==> config.mk <==
export PLATFORM = sky130hd
export DESIGN_NAME = bkdom_ctrl_reg
export DESIGN_NICKNAME = d
export VERILOG_FILES = /design/src/rtl/bkdom_pkg.sv /design/src/rtl/bkdom_sync.sv /design/src/rtl/bkdom_waitgen.sv /design/src/rtl/bkdom_fields.sv /design/src/rtl/bkdom_ctrl_reg.sv
export SDC_FILE = /design/constraint.sdc
export NUM_CORES = 1
export LEC_CHECK = 0
export BUFFER_PORTS_ARGS = -buffer_cell sky130_fd_sc_hd__buf_2
export CORE_MARGIN = 8
export CORE_UTILIZATION = 35
export CTS_CLUSTER_DIAMETER = 50
export DETAILED_ROUTE_END_ITERATION = 10
export PLACE_DENSITY = 0.84
export SLEW_MARGIN = 20
export SYNTH_ARGS = -nofsm -noshare
export SYNTH_HDL_FRONTEND = slang
export SYNTH_SLANG_ARGS = --single-unit
==> constraint.sdc <==
create_clock -name clk -period 2.3 [get_ports clk]
set_input_delay 0 -clock clk [delete_from_list [all_inputs] [get_ports clk]]
set_output_delay 0 -clock clk [all_outputs]
set_load 0.01 [all_outputs]
==> src/rtl/bkdom_pkg.sv <==
package bkdom_pkg;

   localparam int DATA_W      = 32;
   localparam int POS_OSC_EN  = 0;
   localparam int POS_RDY     = 1;
   localparam int POS_BYP     = 2;
   localparam int POS_SEL_LO  = 8;
   localparam int POS_RTC_EN  = 15;
   localparam int POS_SWRST   = 16;

   typedef struct packed {
      logic       osc_en;
      logic       osc_byp;
      logic [1:0] rtc_sel;
      logic       rtc_en;
   } bkd_fields_t;

   function automatic logic [DATA_W-1:0] pack_word(bkd_fields_t f, logic rdy, logic sw);
      logic [DATA_W-1:0] w;
      w = '0;
      w[POS_OSC_EN]               = f.osc_en;
      w[POS_RDY]                  = rdy;
      w[POS_BYP]                  = f.osc_byp;
      w[POS_SEL_LO+1:POS_SEL_LO]  = f.rtc_sel;
      w[POS_RTC_EN]               = f.rtc_en;
      w[POS_SWRST]                = sw;
      return w;
   endfunction

endpackage

==> src/rtl/bkdom_sync.sv <==
module bkdom_sync #(
   parameter int STAGES = 2
) (
   input  logic clk,
   input  logic rst_n,
   input  logic d_i,
   output logic q_o
);
   if (STAGES < 2) begin : g_bad_stages
      $error("bkdom_sync: STAGES must be at least 2");
   end

   logic [STAGES-1:0] chain_q;

   always_ff @(posedge clk or negedge rst_n) begin
      if (!rst_n) chain_q <= '0;
      else        chain_q <= {chain_q[STAGES-2:0], d_i};
   end

   assign q_o = chain_q[STAGES-1];
endmodule

==> src/rtl/bkdom_waitgen.sv <==
module bkdom_waitgen #(
   parameter int WAIT_STATES = 2
) (
   input  logic clk,
   input  logic rst_n,
   input  logic acc_en,
   output logic acc_ready
);
   localparam int CNT_W = (WAIT_STATES > 1) ? $clog2(WAIT_STATES + 1) : 1;

   if (WAIT_STATES < 0 || WAIT_STATES > 3) begin : g_bad_wait
      $error("bkdom_waitgen: WAIT_STATES must lie in 0..3");
   end

   if (WAIT_STATES == 0) begin : g_nowait
      assign acc_ready = acc_en;
   end else begin : g_wait
      logic             prev_done_q;
      logic             stalling_q;
      logic [CNT_W-1:0] left_q;

      assign acc_ready = acc_en && (stalling_q ? (left_q == '0) : !prev_done_q);

      always_ff @(posedge clk or negedge rst_n) begin
         if (!rst_n) begin
            prev_done_q <= 1'b0;
            stalling_q  <= 1'b0;
            left_q      <= '0;
         end else begin
            prev_done_q <= acc_en && acc_ready;
            if (stalling_q) begin
               if (left_q == '0) stalling_q <= 1'b0;
               else              left_q     <= left_q - 1'b1;
            end else if (acc_en && prev_done_q) begin
               stalling_q <= 1'b1;
               left_q     <= CNT_W'(WAIT_STATES - 1);
            end
         end
      end

      // a request in the cycle after a completion is stalled
      p_b2b_stall_r10: assert property (@(posedge clk) disable iff (!rst_n)
         (acc_en && acc_ready) ##1 acc_en |-> !acc_ready);

      // a fresh request after an idle cycle completes at once
      p_fresh_nowait_r9: assert property (@(posedge clk) disable iff (!rst_n)
         (acc_en && !$past(acc_en)) |-> acc_ready);
   end
endmodule

==> src/rtl/bkdom_fields.sv <==
module bkdom_fields
   import bkdom_pkg::*;
(
   input  logic        clk,
   input  logic        bkd_rst_n,
   input  logic        wr_stb,
   input  logic [2:0]  wr_lane,
   input  bkd_fields_t wr_val,
   input  logic        wr_sw,
   input  logic        dom_wr_permit,
   output bkd_fields_t fld_o,
   output logic        sw_o
);
   bkd_fields_t fld_q;
   logic        sw_q;

   always_ff @(posedge clk or negedge bkd_rst_n) begin
      if (!bkd_rst_n) begin
         fld_q <= '0;
         sw_q  <= 1'b0;
      end else begin
         if (wr_stb && wr_lane[2]) sw_q <= wr_sw;
         if (sw_q) begin
            fld_q <= '0;
         end else if (wr_stb && dom_wr_permit) begin
            if (wr_lane[0]) begin
               fld_q.osc_en  <= wr_val.osc_en;
               fld_q.osc_byp <= wr_val.osc_byp;
            end
            if (wr_lane[1]) begin
               fld_q.rtc_sel <= wr_val.rtc_sel;
               fld_q.rtc_en  <= wr_val.rtc_en;
            end
         end
      end
   end

   assign fld_o = fld_q;
   assign sw_o  = sw_q;

   // without write permission the protected fields hold
   p_locked_hold_r4: assert property (@(posedge clk) disable iff (!bkd_rst_n)
      (!dom_wr_permit && !sw_q) |=> $stable(fld_q));

   // software domain reset clears protected fields next cycle
   p_swrst_clear_r7: assert property (@(posedge clk) disable iff (!bkd_rst_n)
      sw_q |=> (fld_q == '0));
endmodule

==> src/rtl/bkdom_ctrl_reg.sv <==
module bkdom_ctrl_reg
   import bkdom_pkg::*;
#(
   parameter int          ADDR_W      = 8,
   parameter logic [7:0]  REG_OFFSET  = 8'h20,
   parameter int          WAIT_STATES = 2,
   parameter int          SYNC_STAGES = 2
) (
   input  logic              clk,
   input  logic              sys_rst_n,
   input  logic              bkd_rst_n,
   input  logic              acc_en,
   input  logic              acc_write,
   input  logic [ADDR_W-1:0] acc_addr,
   input  logic [31:0]       acc_wdata,
   input  logic [3:0]        acc_be,
   output logic              acc_ready,
   output logic [31:0]       acc_rdata,
   input  logic              dom_wr_permit,
   input  logic              osc_rdy_i,
   output logic              osc_en_o,
   output logic              osc_byp_o,
   output logic [1:0]        rtc_sel_o,
   output logic              rtc_en_o,
   output logic              bkd_rst_o
);
   localparam logic [ADDR_W-1:0] HIT_ADDR = ADDR_W'(REG_OFFSET);

   if (ADDR_W < 6) begin : g_bad_addr
      $error("bkdom_ctrl_reg: ADDR_W too small for REG_OFFSET");
   end
   if (REG_OFFSET[1:0] != 2'b00) begin : g_bad_align
      $error("bkdom_ctrl_reg: REG_OFFSET must be word aligned");
   end

   logic        hit;
   logic        wr_stb;
   logic        rdy_sync;
   logic        sw_bit;
   bkd_fields_t fld;
   bkd_fields_t wr_val;
   logic        unused_bits;

   assign hit    = (acc_addr == HIT_ADDR);
   assign wr_stb = acc_en && acc_ready && acc_write && hit;

   assign wr_val.osc_en  = acc_wdata[POS_OSC_EN];
   assign wr_val.osc_byp = acc_wdata[POS_BYP];
   assign wr_val.rtc_sel = acc_wdata[POS_SEL_LO+1:POS_SEL_LO];
   assign wr_val.rtc_en  = acc_wdata[POS_RTC_EN];
   assign unused_bits    = ^{acc_wdata[31:17], acc_wdata[14:10], acc_wdata[7:3],
                             acc_wdata[1], acc_be[3]};

   bkdom_waitgen #(.WAIT_STATES(WAIT_STATES)) u_wait (
      .clk       (clk),
      .rst_n     (sys_rst_n),
      .acc_en    (acc_en),
      .acc_ready (acc_ready)
   );

   bkdom_sync #(.STAGES(SYNC_STAGES)) u_sync (
      .clk   (clk),
      .rst_n (sys_rst_n),
      .d_i   (osc_rdy_i),
      .q_o   (rdy_sync)
   );

   bkdom_fields u_fields (
      .clk           (clk),
      .bkd_rst_n     (bkd_rst_n),
      .wr_stb        (wr_stb),
      .wr_lane       (acc_be[2:0]),
      .wr_val        (wr_val),
      .wr_sw         (acc_wdata[POS_SWRST]),
      .dom_wr_permit (dom_wr_permit),
      .fld_o         (fld),
      .sw_o          (sw_bit)
   );

   assign acc_rdata = (acc_en && !acc_write && hit) ? pack_word(fld, rdy_sync, sw_bit) : '0;

   assign osc_en_o  = fld.osc_en;
   assign osc_byp_o = fld.osc_byp;
   assign rtc_sel_o = fld.rtc_sel;
   assign rtc_en_o  = fld.rtc_en;
   assign bkd_rst_o = sw_bit || !bkd_rst_n;
endmodule

==> summary.md <==
| Metric | Value |
|---|---|
| Longest Clk Path Bufs | 2 |
| Detail Route Antenna Nets | 0 |
| Period utilization | 74.13% |
| Clock transition time at the flip-flop clock pins of the worst setup and hold paths | 0.07 ns |
| Critical path depth | 6 |
| FILL cells | approximately 240 |
| IO Pins | 90 |
| Fin. max-slew vios | 0 |
| CP arrival | roughly 1.9 ns |
| Nets@finish | roughly 180 |
| Ys Warns | 0 |
| CP top delay family | simple AND/OR/NAND/NOR gates |
| Hold Vio Cnt, Final | 0 |
| RR Startpoint | u_wait.g_wait.left_q[0] |
| Hold-critical path depth | 3 |
| Critical path's largest stage delay | 0.36 ns |
| Vias in the first global route | 740 |
| Row count | 18 |
| Setup crit end kind | flip-flop |
| Placer congestion estimate | 0.7015 |
| Synth Instances | 87 |
| DR pass1 iterations | 4 |
| Synth-to-Final Area Change | 22.40% |
| Die H | 65.74 um |
| Share of cells above drive strength 1 | between 30% and 40% |
| Worst-case vdd ir drop | between 0.4 and 0.5 mV |
| CTS root buf | clkbuf_4 |
| Initial Util | a little over a third |
| Dpl cells | 152 |
| Startpoint types | flip-flop |
| Worst Setup SP | u_wait.g_wait.left_q[0] |
| Final wirelength | approximately 2.0 mm |
| Final Critical Period | 1.705 ns |
| Clock skew | 0.001907 ns |
| Clock Sinks | 12 |
| Clk_lat worst skew | around 0.26 ns |
| Layout Cells excl Fill | 160 |
| Antenna cells | 0 |
| Netlist cell types | 21 |
| Inserted Clock Buffers | 3 |
| Detailed-route vias per instance | slightly above 4 |
| Seq/Total Area, Yosys | a little over a third |
| Mapped cell area | 865.8 um^2 |
| Avg Cell Area, Syn | 9.952 um^2 |
| CP cell instances | inv_1 -> ha_1 -> nand2b_1 -> nand4b_1 -> nor3_1 -> mux2_2 |
| Post-cts sizing count | 0 |
| Hold WC Path Type | in2reg |
| Core area | between 0.002 and 0.0025 mm^2 |
| GRT overflow | 0 |
| Pin count of the biggest net entering global routing | 14 |
| Die area | 0.004321 mm^2 |
| Reg area | 300.3 um^2 |
| Yosys reg bits | 12 |
| CTS tree | done |
| Die width | 65.74 um |
| Endpoints failing setup | 0 |
| Initial DRC count | 5 |
| Pwr dens | 642.1 mW/mm^2 |
| Crit path max fanout | 3 |
| Remaining DRCs | 0 |
| Hold Crit Start | acc_wdata[9] |
| WP buf/inv | 1 |
| Outcome | completed |
| Max capacitance violation total | 0 |
| Postcts setup bufs | 0 |
| CP Class | reg2reg |
| Leakage Power | 0.5613 nW |
| Total negative setup slack | 0 ns |
| Worst Reg-to-Reg Cells | 6 |
| Multi-input gate area | 437.9 um^2 |
| RSZ-0062 raised after global routing | no |
| Total track usage | 8.957% |
| Fmax | 586.5 MHz |
| Vias | between 600 and 700 |
| CP required | 2.44 ns |
| Post-DR wirelength/cell | approximately 12 um |
| Power, Total | 0.0006805 W |
| Htree depth | 1 |
| Initial antenna violation count | 0 |
| WHS | roughly 0.007 ns |
| Number of buffers added on ports | 37 |
| Detailed placement HPWL | approximately 1.7 mm |
| Slowest CP cell | dfrtp_1 |
| First-pass GRT wire length | ~3.1 mm |
cell families (layout without fill, tap and decap cells):
logic type / after synthesis / after routing / synth area share (%)
buffers and inverters: 33 / 52 / 25.14
and+or+nand+nor: 31 / 31 / 28.76
DFF: 12 / 12 / 34.68
muxes: 7 / 7 / 8.237
AOI/OAI and AO/OA: 2 / 2 / 1.300
adders and majority gates: 1 / 1 / 1.445
other: 1 / 25 / 0.4331
area by class of cell:
type	instances	area share (%)
sequential	12	28.34
clock buffer	3	2.125
timing repair buffer	42	22.20
tap	30	3.542
inverter	7	2.479
multi-input combinational	66	41.32
power breakdown:
| part | switching, W | leakage, nW | internal, W | total (W) |
|---|---|---|---|---|
| sequential | 0.0000317 | 0.135 | 0.000272 | 0.000304 |
| clock | 0.0000568 | 0.0138 | 0.0000603 | 0.000117 |
| combinational | 0.000149 | 0.412 | 0.000110 | 0.000259 |
metrics by stage:
| step | cell area, um^2 | utilization, % | worst slack, ns |
|---|---|---|---|
| global placement | 987.2 | 40.97 | 0.6574 |
| floorplan | 955.9 | - | 0.7233 |
| CTS | 1060 | 43.98 | 0.5708 |
| finish | 1060 | 43.98 | 0.5950 |
| global route | 1060 | 43.98 | 0.4544 |
| detailed placement | 987.2 | 40.97 | 0.5740 |
layout by cell type, fill, tap and decap left out, types with 3 or more instances in the layout:
| master | synthesis | routed |
|---|---|---|
| dfrtp_1 | 12 | 12 |
| dlygate4sd3_1 | 0 | 5 |
| nand2b_1 | 12 | 12 |
| conb_1 | 1 | 25 |
| mux2i_1 | 6 | 6 |
| buf_2 | 0 | 37 |
| inv_1 | 7 | 7 |
| and2_1 | 7 | 7 |
| clkbuf_4 | 0 | 3 |
tightest hold or removal path: cells and delay by family:
kind / cells / cell delay (ns)
and+or+nand+nor: 1 / 0.06
buffers and inverters: 1 / 0.09
muxes: 1 / 0.07
routing by layer:
metal | GRT usage, % | wire length (um) | vias up
met2 | 15.59 | 961 | 40
li1 | - | - | 320
met3 | 3.741 | 292 | 2
met1 | 9.182 | 731 | 299
met4 | 3.815 | 12 | 0
met5 | 0 | 0 | -
flip-flops by register name, summed over array words and instances (netlist names):
| register | flops |
|---|---|
| u_fields.sw_o | 1 |
| u_wait.g_wait.prev_done_q | 1 |
| u_fields.fld_o | 5 |
| u_sync.chain_q | 2 |
| u_wait.g_wait.stalling_q | 1 |
| u_wait.g_wait.left_q | 2 |
what timing repair did:
item                                    in CTS  in global routing
hold endpoints to repair                    15                  0
hold buffers                                 5                  0
endpoints found under the setup margin       0                  0
worst paths after layout:
check	to	slack, ns
max in group asynchronous	u_fields.sw_o	2.05
hold reg to reg	u_sync.chain_q[1]	0.36
setup / recovery	u_fields.sw_o	0.59
setup reg to reg	u_fields.sw_o	0.59
hold / removal	u_fields.fld_o[2]	0.007
min in group asynchronous	u_sync.chain_q[1]	0.09
Yosys cell counts:
library cell / number / area [um^2]
mux2_2: 1 / 11.26
nand2b_1: 12 / 75.07
ha_1: 1 / 12.51
nand4b_1: 1 / 8.760
nor4b_2: 1 / 15.01
o22ai_1: 1 / 6.260
mux2i_1: 6 / 60.06
nor2b_1: 2 / 12.51
a21oi_1: 1 / 5.000
nand2_2: 1 / 6.260
buf_4: 25 / 187.7
and2_1: 7 / 43.79
inv_1: 7 / 26.28
nor3b_2: 1 / 12.51
nor3b_1: 2 / 15.01
nor4_2: 1 / 12.51
dfrtp_1: 12 / 300.3
nor4_4: 2 / 42.54
clkbuf_1: 1 / 3.750
nor3_1: 1 / 5.000
conb_1: 1 / 3.750
Power figures use the tool's default switching activity.
